<file path="config.mk">
export PLATFORM = sky130hd
export DESIGN_NAME = tx_insert_buf
export DESIGN_NICKNAME = d
export VERILOG_FILES = /design/src/rtl/tib_pkg.sv /design/src/rtl/tib_bitrev.sv /design/src/rtl/tib_hold_regs.sv /design/src/rtl/tib_irq_stat.sv /design/src/rtl/tib_line_seq.sv /design/src/rtl/tx_insert_buf.sv
export SDC_FILE = /design/constraint.sdc
export NUM_CORES = 1
export LEC_CHECK = 0
export BUFFER_PORTS_ARGS = -buffer_cell sky130_fd_sc_hd__buf_2
export CAP_MARGIN = 20
export CORE_ASPECT_RATIO = 1.5
export CORE_MARGIN = 4
export CORE_UTILIZATION = 53
export CTS_BUF_LIST = sky130_fd_sc_hd__clkbuf_4 sky130_fd_sc_hd__clkbuf_8
export DETAILED_ROUTE_END_ITERATION = 16
export GPL_ROUTABILITY_DRIVEN = 1
export PLACE_DENSITY = 0.81
export REMOVE_ABC_BUFFERS = 1
export SLEW_MARGIN = 20
export SYNTH_ARGS = -nofsm -noshare
export SYNTH_HDL_FRONTEND = slang
export SYNTH_HIERARCHICAL = 1
export SYNTH_SLANG_ARGS = --single-unit
</file>
<file path="constraint.sdc">
create_clock -name clk -period 2.2 [get_ports clk]
set_input_delay 0.44 -clock clk [delete_from_list [all_inputs] [get_ports clk]]
set_output_delay 0.44 -clock clk [all_outputs]
set_load 0.005 [all_outputs]
</file>
<file path="src/rtl/tib_pkg.sv">
// Shared types and helpers for the transmit chunk processing buffer.
// Assumes chunk sizes are powers of two bytes up to the MAXB parameter.
package tib_pkg;

    typedef enum logic [2:0] {
        ST_OFF,
        ST_PRIME,
        ST_WAIT_WR,
        ST_LOAD,
        ST_WAIT_SLOT,
        ST_SHIFT
    } tib_state_e;

    // Map the size select to log2(bytes), clipped to the largest supported size.
    function automatic logic [1:0] size_code(input logic [1:0] sel, input int unsigned max_log);
        logic [1:0] req;
        req = (sel == 2'd0) ? 2'd0 : (sel == 2'd1) ? 2'd1 : 2'd2;
        if ({30'd0, req} > max_log) begin
            req = max_log[1:0];
        end
        return req;
    endfunction

endpackage

</file>
<file path="src/rtl/tib_bitrev.sv">
// Bit-order reversal stage: reverses the bit order of every byte and the byte
// order of the word. As a result, shifting the result out MSB first sends
// byte 0 first, least significant bit first. Purely combinational.
module tib_bitrev #(
    parameter int NB = 4,
    localparam int DW = NB * 8
) (
    input  logic [DW-1:0] din,
    output logic [DW-1:0] dout
);

    for (genvar k = 0; k < NB; k++) begin : g_byte
        for (genvar i = 0; i < 8; i++) begin : g_bit
            assign dout[(NB - 1 - k) * 8 + (7 - i)] = din[k * 8 + i];
        end
    end

endmodule

</file>
<file path="src/rtl/tib_hold_regs.sv">
// Read register (one copy per requester) and processor-writable write register.
// The read copies capture the framer word on cap. On the following edge the
// write register takes a default copy, unless an accepted write arrives.
// Assumes wr_en is already qualified by ownership and by the sequencer.
module tib_hold_regs #(
    parameter int DW = 32
) (
    input  logic          clk,
    input  logic          rst_n,
    input  logic          tx_en,
    input  logic          cap,
    input  logic [DW-1:0] cap_word,
    input  logic          wr_en,
    input  logic [DW-1:0] wr_data,
    output logic [DW-1:0] rd_a_q,
    output logic [DW-1:0] rd_b_q,
    output logic [DW-1:0] wr_q,
    output logic          copy_evt
);

    logic cap_pend;

    // Capture the framer word into both read copies together.
    always_ff @(posedge clk) begin
        if (!rst_n || !tx_en) begin
            rd_a_q <= '0;
            rd_b_q <= '0;
        end else if (cap) begin
            rd_a_q <= cap_word;
            rd_b_q <= cap_word;
        end
    end

    // Remember that a capture happened, so the copy occurs one edge later.
    always_ff @(posedge clk) begin
        if (!rst_n || !tx_en) begin
            cap_pend <= 1'b0;
        end else begin
            cap_pend <= cap;
        end
    end

    // Write register: an owner write has priority over the default copy.
    always_ff @(posedge clk) begin
        if (!rst_n || !tx_en) begin
            wr_q <= '0;
        end else if (wr_en) begin
            wr_q <= wr_data;
        end else if (cap_pend) begin
            wr_q <= rd_a_q;
        end
    end

    assign copy_evt = cap_pend;

    assert_capture_R3: assert property (@(posedge clk) disable iff (!rst_n)
        (cap && tx_en) |=> (rd_a_q == $past(cap_word)));

    assert_default_copy_R4: assert property (@(posedge clk) disable iff (!rst_n)
        (cap_pend && !wr_en && tx_en) |=> (wr_q == $past(rd_a_q)));

    assert_owner_write_R10: assert property (@(posedge clk) disable iff (!rst_n)
        (wr_en && tx_en) |=> (wr_q == $past(wr_data)));

    assert_copies_match_R11: assert property (@(posedge clk) disable iff (!rst_n)
        rd_a_q == rd_b_q);

endmodule

</file>
<file path="src/rtl/tib_irq_stat.sv">
// Per-requester sticky interrupt status with mask. A set event reaches every
// requester, and a set wins over a clear in the same cycle. Status is cleared
// while the transmitter is disabled.
module tib_irq_stat #(
    parameter int NREQ = 2
) (
    input  logic            clk,
    input  logic            rst_n,
    input  logic            tx_en,
    input  logic            set,
    input  logic [NREQ-1:0] mask,
    input  logic [NREQ-1:0] clr,
    output logic [NREQ-1:0] irq
);

    logic [NREQ-1:0] stat;

    for (genvar g = 0; g < NREQ; g++) begin : g_req
        // Sticky status bit for requester g.
        always_ff @(posedge clk) begin
            if (!rst_n || !tx_en) begin
                stat[g] <= 1'b0;
            end else if (set) begin
                stat[g] <= 1'b1;
            end else if (clr[g]) begin
                stat[g] <= 1'b0;
            end
        end

        assign irq[g] = stat[g] & ~mask[g];

        assert_status_set_R4: assert property (@(posedge clk) disable iff (!rst_n)
            (set && tx_en) |=> stat[g]);

        assert_status_sticky_R5: assert property (@(posedge clk) disable iff (!rst_n)
            (stat[g] && !clr[g] && tx_en) |=> stat[g]);
    end

endmodule

</file>
<file path="src/rtl/tib_line_seq.sv">
// Line sequencer: start-up order, slot alignment, bit counter and shift register.
// After enable it primes the read register, waits for the owner's first write,
// loads the shift register and waits for a slot start. After that it shifts one
// bit per clock and reloads on every chunk boundary.
// Assumes load_word is already bit-reversed, so it is shifted out MSB first.
module tib_line_seq
    import tib_pkg::*;
#(
    parameter int MAXB = 4,
    localparam int DW = MAXB * 8,
    localparam int CW = $clog2(DW),
    localparam int LOGMAX = $clog2(MAXB)
) (
    input  logic          clk,
    input  logic          rst_n,
    input  logic          tx_en,
    input  logic [1:0]    chunk_sel,
    input  logic          own_wr,
    input  logic          slot_start,
    input  logic [DW-1:0] load_word,
    output logic          line_out,
    output logic          hdlc_take,
    output logic          wr_open
);

    tib_state_e    state_q, state_d;
    logic [1:0]    size_q;
    logic [CW-1:0] cnt_q;
    logic [CW-1:0] last_bit;
    logic [DW-1:0] sreg_q;
    logic          chunk_end;

    assign last_bit  = CW'((32'd8 << size_q) - 32'd1);
    assign chunk_end = (state_q == ST_SHIFT) && (cnt_q == last_bit);

    // Next-state logic for the start-up and steady-state sequence.
    always_comb begin
        state_d = state_q;
        case (state_q)
            ST_OFF:       state_d = ST_PRIME;
            ST_PRIME:     state_d = ST_WAIT_WR;
            ST_WAIT_WR:   if (own_wr) state_d = ST_LOAD;
            ST_LOAD:      state_d = ST_WAIT_SLOT;
            ST_WAIT_SLOT: if (slot_start) state_d = ST_SHIFT;
            ST_SHIFT:     state_d = ST_SHIFT;
            default:      state_d = ST_OFF;
        endcase
    end

    // State register; a disabled transmitter returns to the off state.
    always_ff @(posedge clk) begin
        if (!rst_n || !tx_en) begin
            state_q <= ST_OFF;
        end else begin
            state_q <= state_d;
        end
    end

    // Latch the chunk size while off, so it stays fixed during a run.
    always_ff @(posedge clk) begin
        if (!rst_n) begin
            size_q <= 2'd0;
        end else if (state_q == ST_OFF) begin
            size_q <= size_code(chunk_sel, LOGMAX);
        end
    end

    // Shift register and bit counter, with a reload at each chunk boundary.
    always_ff @(posedge clk) begin
        if (!rst_n || !tx_en) begin
            sreg_q <= '0;
            cnt_q  <= '0;
        end else if (state_q == ST_LOAD || chunk_end) begin
            sreg_q <= load_word;
            cnt_q  <= '0;
        end else if (state_q == ST_SHIFT) begin
            sreg_q <= {sreg_q[DW-2:0], 1'b0};
            cnt_q  <= cnt_q + 1'b1;
        end
    end

    assign hdlc_take = tx_en && (state_q == ST_PRIME || state_q == ST_LOAD || chunk_end);
    assign wr_open   = tx_en && (state_q != ST_OFF) && (state_q != ST_PRIME);
    assign line_out  = (state_q == ST_SHIFT) ? sreg_q[DW-1] : 1'b1;

    assert_disabled_idle_R1: assert property (@(posedge clk) disable iff (!rst_n)
        !tx_en |=> (line_out && !hdlc_take));

    assert_idle_until_write_R7: assert property (@(posedge clk) disable iff (!rst_n)
        (state_q == ST_WAIT_WR && tx_en) |=> line_out);

    assert_wait_for_slot_R8: assert property (@(posedge clk) disable iff (!rst_n)
        (state_q == ST_WAIT_SLOT && tx_en && !slot_start) |=> (state_q == ST_WAIT_SLOT));

    assert_back_to_back_R9: assert property (@(posedge clk) disable iff (!rst_n)
        (chunk_end && tx_en) |=> (state_q == ST_SHIFT && cnt_q == '0
                                  && line_out == $past(load_word[DW-1])));

endmodule

</file>
<file path="src/rtl/tx_insert_buf.sv">
// Transmit chunk processing buffer, top level.
// It routes the owner's write port to the write register and reverses the
// write register into the shift register. It also fans the copy event out as
// interrupt status to both requesters.
// Assumes the framer holds hdlc_data valid until hdlc_take is seen on an edge.
module tx_insert_buf #(
    parameter int MAXB = 4,
    localparam int DW = MAXB * 8
) (
    input  logic          clk,
    input  logic          rst_n,
    input  logic          tx_en,
    input  logic [1:0]    chunk_sel,
    input  logic          owner_sel,
    input  logic          slot_start,
    input  logic [DW-1:0] hdlc_data,
    output logic          hdlc_take,
    input  logic          wr_a_en,
    input  logic [DW-1:0] wr_a_data,
    input  logic          wr_b_en,
    input  logic [DW-1:0] wr_b_data,
    output logic [DW-1:0] rd_a_data,
    output logic [DW-1:0] rd_b_data,
    input  logic          mask_a,
    input  logic          mask_b,
    input  logic          clr_a,
    input  logic          clr_b,
    output logic          irq_a,
    output logic          irq_b,
    output logic          line_out
);

    logic          wr_open;
    logic          own_en;
    logic          own_wr;
    logic [DW-1:0] own_data;
    logic [DW-1:0] wr_q;
    logic [DW-1:0] wr_rev;
    logic          copy_evt;
    logic [1:0]    irq_vec;

    // Select the owning requester's write port; the other port is ignored.
    always_comb begin
        own_en   = owner_sel ? wr_b_en : wr_a_en;
        own_data = owner_sel ? wr_b_data : wr_a_data;
    end

    assign own_wr = own_en && wr_open;

    tib_line_seq #(.MAXB(MAXB)) u_seq (
        .clk        (clk),
        .rst_n      (rst_n),
        .tx_en      (tx_en),
        .chunk_sel  (chunk_sel),
        .own_wr     (own_wr),
        .slot_start (slot_start),
        .load_word  (wr_rev),
        .line_out   (line_out),
        .hdlc_take  (hdlc_take),
        .wr_open    (wr_open)
    );

    tib_hold_regs #(.DW(DW)) u_hold (
        .clk      (clk),
        .rst_n    (rst_n),
        .tx_en    (tx_en),
        .cap      (hdlc_take),
        .cap_word (hdlc_data),
        .wr_en    (own_wr),
        .wr_data  (own_data),
        .rd_a_q   (rd_a_data),
        .rd_b_q   (rd_b_data),
        .wr_q     (wr_q),
        .copy_evt (copy_evt)
    );

    tib_bitrev #(.NB(MAXB)) u_rev (
        .din  (wr_q),
        .dout (wr_rev)
    );

    tib_irq_stat #(.NREQ(2)) u_irq (
        .clk   (clk),
        .rst_n (rst_n),
        .tx_en (tx_en),
        .set   (copy_evt),
        .mask  ({mask_b, mask_a}),
        .clr   ({clr_b, clr_a}),
        .irq   (irq_vec)
    );

    assign irq_a = irq_vec[0];
    assign irq_b = irq_vec[1];

    assert_foreign_write_ignored_R6: assert property (@(posedge clk) disable iff (!rst_n)
        (tx_en && !own_wr && !copy_evt) |=> $stable(wr_q));

endmodule

</file>
### After elaboration in Yosys (flattened, before gate mapping)

Cells that the tools add are included.

| word-level totals | value |
|---|---|
| register bits after elaboration | 109 |
| input bits | 109 |
| output and inout bits | 68 |
| logic and storage cells | 64 |

| operators by class | value |
|---|---|
| add/sub/neg operators | 2 |
| order comparisons | 1 |
| equal/unequal tests | 10 |
| shifts and indexed selects | 1 |
| muxes and demuxes | 17 |
| bitwise logic cells | 4 |
| reductions and logical operators | 20 |

Operators by type and width:

| kind | count |
|---|---|
| two-way mux 32 bit | 5 |
| case mux 3 bit (6 select lines) | 1 |
| nonzero test 2 bit | 4 |
| == test 3 x 2 -> 1 bit (second input constant) | 2 |
| == test 3 bit (second input constant) | 2 |
| two-way mux 1 bit | 6 |
| two-way mux 2 bit | 3 |
| two-way mux 3 bit | 2 |
| adder 5 x 1 -> 5 bit (second input constant) | 1 |
| == test 5 bit | 1 |
| logical AND 1 bit | 5 |
| << shifter 4 x 2 -> 5 bit (first input constant) | 1 |
| subtractor 5 x 1 -> 5 bit (second input constant) | 1 |
| logical OR 1 bit | 4 |
| inequality test 2 bit (second input constant) | 2 |
| == test 3 x 1 -> 1 bit (second input constant) | 1 |
| zero test 3 bit | 1 |
| inequality test 3 x 1 -> 1 bit (second input constant) | 1 |
| nonzero test 3 bit | 1 |
| bitwise AND 1 bit | 2 |
| == test 2 x 1 -> 1 bit (second input constant) | 1 |
| greater-than comparator 2 bit (second input constant) | 1 |
| zero test 1 bit | 2 |
| zero test 2 bit | 1 |
| 3 further kinds | 4 |

### Longest topological paths before layout

Gate-level depths: netlist of the first run.

| logic depth | value |
|---|---|
| depth after elaboration | 6 |
| depth in mapped cells | 9 |
| depth with buffers taken out | 6 |

### Modules after synthesis

Netlist of the first run, hierarchy kept.

Modules (own cells, without submodules):

| module | times used | cells each | area an instance (sq um) | sequential area each (sq um) |
|---|---|---|---|---|
| tib_hold_regs | 1 | 280 | 2902.8 | 1301.2 |
| tib_line_seq | 1 | 203 | 2308.5 | 840.8 |
| tx_insert_buf | 1 | 38 | 560.5 | 0.0 |
| tib_bitrev | 1 | 32 | 240.2 | 0.0 |
| tib_irq_stat | 1 | 10 | 82.6 | 40.0 |

### Worst setup path before layout of the first run

OpenSTA, ideal clock, no wires.

| path | value |
|---|---|
| path kind | register to register |
| from | register u_seq.cnt_q[3] |
| to | register u_hold.rd_b_q[10] |
| library setup time | 0.128 ns |
| arrival | 1.889 ns |
| data required time | 2.072 ns |
| setup slack | 0.184 ns |
| stages on the path, launching flop included | 9 |
| buffers on the path | 2 |
| period minus slack after synthesis | 2.016 ns |
| path through | dfxtp_1 xor2_1 o31a_2 nor3_1 o21a_1 buf_2 buf_4 mux2i_1 nor2_1 |

| on the way | value |
|---|---|
| cells in the longest elaborated chain, start to end | 4 |

RTL lines:

| item | line | source |
|---|---|---|
| from (decl) | tib_line_seq.sv:28 | `logic [CW-1:0] cnt_q;` |
| from (signal assigned) | tib_line_seq.sv:78 | `cnt_q <= cnt_q + 1'b1;` |
| == test 5 bit | tib_line_seq.sv:34 | `assign chunk_end = (state_q == ST_SHIFT) && (cnt_q == last_bit);` |
| logical AND 1 bit | tib_line_seq.sv:34 |  |
| logical OR 1 bit | tib_line_seq.sv:82 | `assign hdlc_take = tx_en && (state_q == ST_PRIME \|\| state_q == ST_LOAD \|\| chunk_end);` |
| logical AND 1 bit | tib_line_seq.sv:82 |  |
| via hdlc_take | tx_insert_buf.sv:17 | `output logic hdlc_take,` |
| to (signal assigned) | tib_hold_regs.sv:30 | `rd_b_q <= cap_word;` |
| to (decl) | tib_hold_regs.sv:16 | `output logic [DW-1:0] rd_b_q,` |

The timed path passes the listed nets, and every way through them passes these cells.
A chain may end at the register's enable or synchronous reset.

### Worst setup path after layout of the first run

| path | value |
|---|---|
| from | register u_seq.cnt_q[3] |
| to | output hdlc_take |

| on the way | value |
|---|---|
| cells in the longest elaborated chain, start to end | 4 |

RTL lines:

| item | line |
|---|---|
| == test 5 bit | tib_line_seq.sv:34 |
| logical AND 1 bit | tib_line_seq.sv:34 |
| logical OR 1 bit | tib_line_seq.sv:82 |
| logical AND 1 bit | tib_line_seq.sv:82 |
| to (decl) | tx_insert_buf.sv:17 |

Every way passes these cells.

==> results of run 1 <==
worst min-delay path by stage:
stage / from / end / slack (ns) / cells past startpoint
2_1_floorplan: u_hold/wr_q[31] / u_seq/sreg_q[0] / 0.43 / 2
3_5_place_dp: u_hold/wr_q[31] / u_seq/sreg_q[0] / 0.46 / 2
4_1_cts: hdlc_data[31] / u_hold/rd_b_q[31] / 0.28 / 3
6_report: hdlc_data[31] / u_hold/rd_b_q[31] / 0.30 / 3
3_3_place_gp: u_hold/wr_q[31] / u_seq/sreg_q[0] / 0.44 / 2
5_1_grt: hdlc_data[24] / u_hold/rd_b_q[24] / 0.28 / 3
synthesized netlist by cell type (2+ instances only):
master / number
sky130_fd_sc_hd__dfxtp_1: 109
sky130_fd_sc_hd__mux2i_1: 100
sky130_fd_sc_hd__buf_4: 68
sky130_fd_sc_hd__nor2b_1: 40
sky130_fd_sc_hd__nor2_1: 34
sky130_fd_sc_hd__a211oi_1: 33
sky130_fd_sc_hd__a211oi_2: 30
sky130_fd_sc_hd__and3b_1: 30
sky130_fd_sc_hd__mux2_4: 30
sky130_fd_sc_hd__clkbuf_1: 14
sky130_fd_sc_hd__buf_6: 9
sky130_fd_sc_hd__nand2_1: 7
sky130_fd_sc_hd__buf_12: 6
sky130_fd_sc_hd__buf_2: 6
sky130_fd_sc_hd__nor3_1: 6
sky130_fd_sc_hd__a21oi_1: 4
sky130_fd_sc_hd__clkbuf_2: 3
sky130_fd_sc_hd__inv_1: 3
sky130_fd_sc_hd__nand2b_1: 3
sky130_fd_sc_hd__nand4_1: 3
sky130_fd_sc_hd__xor2_1: 3
sky130_fd_sc_hd__and3b_2: 2
sky130_fd_sc_hd__mux2_2: 2
sky130_fd_sc_hd__o21a_1: 2
sky130_fd_sc_hd__xnor2_1: 2
critical path, stage by stage (launching register included):
cell,delay [ns]
sky130_fd_sc_hd__dfxtp_2,0.37
sky130_fd_sc_hd__xor2_2,0.20
sky130_fd_sc_hd__o31a_2,0.33
sky130_fd_sc_hd__nor3_4,0.13
sky130_fd_sc_hd__o21a_2,0.17
sky130_fd_sc_hd__buf_2,0.16
power groups by stage:
stage	logic (mW)	clock network, mW	registers, mW
after detailed placement	0.392	0	2.06
after floorplan	0.199	0	2.06
after CTS	0.395	1.09	2.01
final	0.393	1.06	2.01
after global placement	0.379	0	2.06
after global routing	0.424	1.17	2.02
logic make-up (layout without fill, tap and decap cells):
kind of cell,Yosys count,count (layout),share of synthesized area
mux,132,132,0.242
simple gates,132,132,0.133
flops,109,109,0.358
buf+inv,109,213,0.138
compound gates,75,75,0.120
xor+xnor,5,5,0.00719
fa+ha+maj,1,1,0.00205
layout by cell type, fill, tap and decap left out, types with 2 or more instances in the layout:
master and n:
sky130_fd_sc_hd__a211oi_1 33, sky130_fd_sc_hd__a211oi_2 30, sky130_fd_sc_hd__a21oi_1 4, sky130_fd_sc_hd__and3b_1 30, sky130_fd_sc_hd__and3b_2 2, sky130_fd_sc_hd__buf_12 2, sky130_fd_sc_hd__buf_2 176, sky130_fd_sc_hd__buf_4 18
sky130_fd_sc_hd__clkbuf_4 3, sky130_fd_sc_hd__clkbuf_8 9, sky130_fd_sc_hd__dfxtp_1 104, sky130_fd_sc_hd__dfxtp_2 5, sky130_fd_sc_hd__inv_1 3, sky130_fd_sc_hd__mux2_2 2, sky130_fd_sc_hd__mux2_4 30, sky130_fd_sc_hd__mux2i_1 100
sky130_fd_sc_hd__nand2_1 5, sky130_fd_sc_hd__nand2_2 2, sky130_fd_sc_hd__nand2b_1 3, sky130_fd_sc_hd__nand4_1 3, sky130_fd_sc_hd__nor2_1 34, sky130_fd_sc_hd__nor2b_1 39, sky130_fd_sc_hd__nor3_1 5, sky130_fd_sc_hd__xnor2_1 2
sky130_fd_sc_hd__xor2_1 2
routing by layer:
metal | GRT usage | vias up | part of all wire
li1 | - | 2130 | -
met5 | 0 | - | 0
met1 | 0.207 | 2014 | 0.38
met4 | 0.0997 | 0 | 0.030
met3 | 0.0324 | 25 | 0.044
met2 | 0.346 | 105 | 0.55
registers in the layout, summed over array words and instances, names as in the netlist:
signal,count
u_hold/copy_evt,1
u_hold/rd_b_q,32
u_hold/wr_q,32
u_irq/stat,2
u_seq/cnt_q,5
u_seq/size_q,2
u_seq/sreg_q,32
u_seq/state_q,3
area by class of cell:
cell class	count	share of cell area
inverters	3	0.00168
repair buffers	196	0.158
clock inverters	2	0.00187
well taps	147	0.0275
clock buffers	12	0.0219
flip-flops and latches	109	0.327
multi-input cells	345	0.463
repair_timing:
item                                    4_1_cts  5_1_grt
endpoints found under the setup margin        1        1
pin swaps                                     1        1
gates resized for setup                       3        4
setup buffers                                 1        1
through the flow:
| stage | utilization | worst slack [ns] | cells |
|---|---|---|---|
| finish | 0.599 | 0.0234 | 814 |
| global route | 0.599 | -0.0299 | 814 |
| CTS | 0.598 | 0.0262 | 813 |
| detailed placement | 0.582 | 0.221 | 798 |
| global placement | 0.582 | 0.326 | 798 |
| floorplan | - | -1.74 | 457 |
==> flow_metrics.tcl, run 1 <==
set metrics [dict create \
    status "completed" \
    netlist.area_leader.share 0.358 \
    r2r.worst_path.cells 8 \
    setup-tns-final_ns 0 \
    finalWirelength_mm 12.9 \
    worst_hold_path_type "primary input to flop" \
    htree_levels 3 \
    core_area_um2 11200 \
    cts_inserted_buffers 9 \
    grt_pass1_wl_mm 20.4 \
    drt_drc_violations_left 0 \
    tritoncts_clock_tree "built" \
    grt_setup_unrepaired "yes" \
    fillers 974 \
    critical_path.endpoint "hdlc_take" \
    cp_data_required_time_ns 1.76 \
    vias_per_cell 5.25 \
    final_setup_violations 0 \
    power.static_leakage_nw 3.03 \
    worst_slew_pin_slew_ns 0.603 \
    cts_num_sinks 109 \
    internal-power_mw 2.64 \
    p_total_mw 3.47 \
    vias_in_the_first_global_route 4429 \
    r2r-start "u_seq/cnt_q[3]" \
    powerDensity_nw_per_um2 517 \
    fp-row-count 47 \
    clock-root-buffer "sky130_fd_sc_hd__clkbuf_8" \
    power.share.combinational 0.113 \
    area_growth_from_synthesis_to_final_layout_pct 9.90 \
    io_buffer_count 176 \
    worstSetupPathType "flop to output port" \
    grt_use_total 0.192 \
    layout.area.seq_um2 2190 \
    route.detailed.wl_per_inst_um 15.8 \
    multi_input_area_um2 3100 \
    hold-worst-slack_ns 0.301 \
    syn_avg_cell_area_um2 10.8 \
    edff_count_synth 0 \
    antenna_found_initial 0 \
    stdcell_area_um2 6700 \
    timing.critical_path.from_type "flop" \
    antenna_cells 0 \
    worst_setup_path_end_kind "output port" \
    finalWorstPathRequiredPeriod_ns 2.18 \
    relSlewSlack 0.597 \
    cts_hold_buffers 0 \
    via_count 4274 \
    die_h_um 139 \
    cts.clk_slew.worst_paths_ns 0.10 \
    routabilityCongestion 0.798 \
    post_dp_cell_area_um2 6500 \
    clockBufferDepth 2 \
    power.share.switching 0.238 \
    worst_path_arrival_ns 1.74 \
    timing_max_transition_violations_final 0 \
    io-pin-count 177 \
    critical_path_maximum_fanout 4 \
    synth_sequential_area_ratio 0.358 \
    share_seq_of_total_power 0.580 \
    post-synth-top-area-cell "sky130_fd_sc_hd__dfxtp_1" \
    r2r_setup_slack_ns 0.17 \
    finalHoldViolations 0 \
    ant_nets 0 \
    floorplan.die.width_um 95.6 \
    syn_inst 563 \
    max_clock_freq_mhz 459 \
    p_clk_frac 0.306 \
    drt_pass1_iterations 4 \
    finalNetCount 774 \
    dp.final_hpwl_mm 9.61 \
    clock-skew-final_ns 0.0108 \
    ys_types 39 \
    cap_violations 0 \
    synthTopCellsByArea "sky130_fd_sc_hd__dfxtp_1 36%, sky130_fd_sc_hd__mux2i_1 16%, sky130_fd_sc_hd__buf_4 8.4%, sky130_fd_sc_hd__mux2_4 7.4%, sky130_fd_sc_hd__a211oi_2 6.2%" \
    grt.overflow.total 0 \
    worstReg2RegEnd "u_hold/rd_b_q[20]" \
    vdd_drop_max_mv 0.378 \
    synth_async_sr_flop_share 0 \
    period_share 0.989 \
    ys.warnings.count 6 \
    drt_first_iter_violations 155 \
    mappedNetlistArea_um2 6090 \
    fp.dieArea_um2 13300 \
    crit_start "u_seq/cnt_q[3]" \
    switching_power_mw 0.823 \
    synth_ff_type "sky130_fd_sc_hd__dfxtp_1" \
    ys_ff_latch 109 \
    drive_gt1_frac 0.435 \
    clk-insertion-delay-late_ns 0.37 \
    start_util 0.545 \
    grt_start_max_net_pins 33 \
]
No activity file was read; power rests on OpenSTA's default activity.
==> inputs of run 2 (changes only) <==
Settings changed: BUFFER_PORTS_ARGS -buffer_cell sky130_fd_sc_hd__buf_2 to unset, DONT_BUFFER_PORTS set to 1, PLACE_DENSITY 0.81 to 0.68.
==> flow_metrics.tcl, run 2 (synthesis gave the netlist of run 1 again) <==
set metrics [dict create \
    status "completed" \
    routabilityCongestion 0.818 \
    drt_drc_violations_left 0 \
    core_area_um2 11200 \
    floorplan.die.width_um 95.6 \
    vias_per_cell 5.70 \
    clock-skew-final_ns 0.0100 \
    cts_num_sinks 109 \
    finalWorstPathRequiredPeriod_ns 2.19 \
    critical_path.endpoint "hdlc_take" \
    io_buffer_count 0 \
    power.static_leakage_nw 2.26 \
    grt_start_max_net_pins 40 \
    largestRegisters "u_hold/rd_b_q (32), u_hold/wr_q (32), u_seq/sreg_q (32)" \
    fin_ws_ns 0.0126 \
    grt_pass1_wl_mm 19.3 \
    relSlewSlack 0.596 \
    area_growth_from_synthesis_to_final_layout_pct -3.74 \
    antenna_cells 0 \
    timing.critical_path.from_type "flop" \
    worst_slew_pin_slew_ns 0.605 \
    cts.clk_slew.worst_paths_ns 0.09 \
    route.detailed.wl_per_inst_um 18.9 \
    dp.cells 618 \
    p_total_mw 3.33 \
    period_share 0.994 \
    most_common_cell_after_layout_fill_and_taps_aside "sky130_fd_sc_hd__dfxtp_1" \
    grt.overflow.total 0 \
    r2r.worst_path.cells 9 \
    layout.cells.most_common_list "107 x sky130_fd_sc_hd__dfxtp_1, 100 x sky130_fd_sc_hd__mux2i_1, 39 x sky130_fd_sc_hd__nor2b_1" \
    post-route-util 0.525 \
    stdcell_area_um2 5870 \
    grt_use_total 0.184 \
    io-pin-count 177 \
    clock-root-buffer "sky130_fd_sc_hd__clkbuf_8" \
    clockBufferDepth 2 \
    clk-insertion-delay-late_ns 0.36 \
    r2r-start "u_seq/cnt_q[3]" \
    max_clock_freq_mhz 457 \
    drive_gt1_frac 0.222 \
    fp.dieArea_um2 13300 \
    worstSetupPathType "flop to output port" \
    crit_start "u_seq/cnt_q[3]" \
    r2r_setup_slack_ns 0.15 \
    grt_setup_unrepaired "yes" \
    final_setup_violations 0 \
    via_count 3630 \
    powerDensity_nw_per_um2 567 \
    dp.final_hpwl_mm 8.16 \
    vias_in_the_first_global_route 3771 \
    fin_cells 637 \
    finalNetCount 597 \
    worst_hold_path_type "primary input to flop" \
    tritoncts_clock_tree "built" \
    worst_setup_path_end_kind "output port" \
    finalWirelength_mm 12.0 \
    cts_inserted_buffers 9 \
    worst_path_arrival_ns 1.75 \
    timing_max_transition_violations_final 0 \
    detailedPlace.worstSlack_ns 0.229 \
    start_util 0.545 \
    vdd_drop_max_mv 0.327 \
    finalHoldViolations 0 \
    fp-row-count 47 \
    worstReg2RegEnd "u_hold/rd_b_q[15]" \
    antenna_found_initial 0 \
    cp_data_required_time_ns 1.76 \
    die_h_um 139 \
    ant_nets 0 \
    drt_pass1_iterations 4 \
    post_dp_cell_area_um2 5610 \
    critical_path_maximum_fanout 7 \
    drt_first_iter_violations 131 \
    htree_levels 3 \
    cap_violations 0 \
]
-- run 2: cell types whose count changed in the layout (fill, tap and decap cells not counted), moves of 2 or more --
cell,change
sky130_fd_sc_hd__buf_2,-176
sky130_fd_sc_hd__clkinv_2,+2
sky130_fd_sc_hd__dfxtp_2,-3
sky130_fd_sc_hd__dfxtp_1,+3
sky130_fd_sc_hd__buf_12,+2
sky130_fd_sc_hd__buf_4,-6
-- run 2: stage by stage --
stage | hold slack, ns | TNS [ns]
2_1_floorplan | 0.428 | -92.90
5_1_grt | 0.201 | -0.0617
3_3_place_gp | 0.440 | 0
4_1_cts | 0.194 | 0
3_5_place_dp | 0.445 | 0
6_report | 0.214 | 0
-- run 2: area by class of cell --
cell class / instances / area (um2)
fill: 1022 / 5310
multi-input combinational: 345 / 3090
sequential: 109 / 2180
timing repair buffer: 19 / 241
tap: 147 / 184
clock buffer: 11 / 139
clock inverter: 3 / 15.0
inverter: 3 / 11.3
-- run 2: worst max-delay path, cell delays in order, from the launching register on --
cell                      delay, ns
sky130_fd_sc_hd__dfxtp_2       0.36
sky130_fd_sc_hd__xor2_1        0.20
sky130_fd_sc_hd__o31a_2        0.33
sky130_fd_sc_hd__nor3_4        0.15
sky130_fd_sc_hd__o21a_2        0.20
sky130_fd_sc_hd__buf_12        0.16
-- run 2: worst min path at each step --
stage / endpoint / startpoint / slack, ns / cells past startpoint
2_1_floorplan: u_seq/sreg_q[0] / u_hold/wr_q[31] / 0.43 / 2
4_1_cts: u_irq/stat[0] / tx_en / 0.19 / 2
5_1_grt: u_seq/size_q[1] / rst_n / 0.20 / 1
6_report: u_seq/size_q[1] / rst_n / 0.21 / 1
3_5_place_dp: u_seq/sreg_q[0] / u_hold/wr_q[31] / 0.44 / 2
3_3_place_gp: u_seq/sreg_q[0] / u_hold/wr_q[31] / 0.44 / 2
-- run 2: what timing repair did --
item                                    4_1_cts  5_1_grt
hold buffers                                  0        0
endpoints found under the setup margin        1       12
gates resized for setup                       2        3
cloned                                        2        0
pin swaps                                     2        1
buffers inserted                              3        0
-- run 2: report_power, final --
group	internal (mW)	total [mW]	leakage [nW]	switching, mW
Combinational	0.149	0.274	1.30	0.125
Clock	0.421	1.04	0.0856	0.620
Sequential	1.99	2.01	0.880	0.0239
Total	2.56	3.33	2.26	0.770
-- run 2: per-layer routing --
layer / routed length [um] / share of wire / up-vias / GRT usage
met5: 0 / 0 / - / 0
met4: 251 / 0.021 / 0 / 0.0720
met3: 511 / 0.042 / 14 / 0.0340
met2: 6180 / 0.51 / 97 / 0.316
met1: 5100 / 0.42 / 1735 / 0.223
li1: - / - / 1784 / -
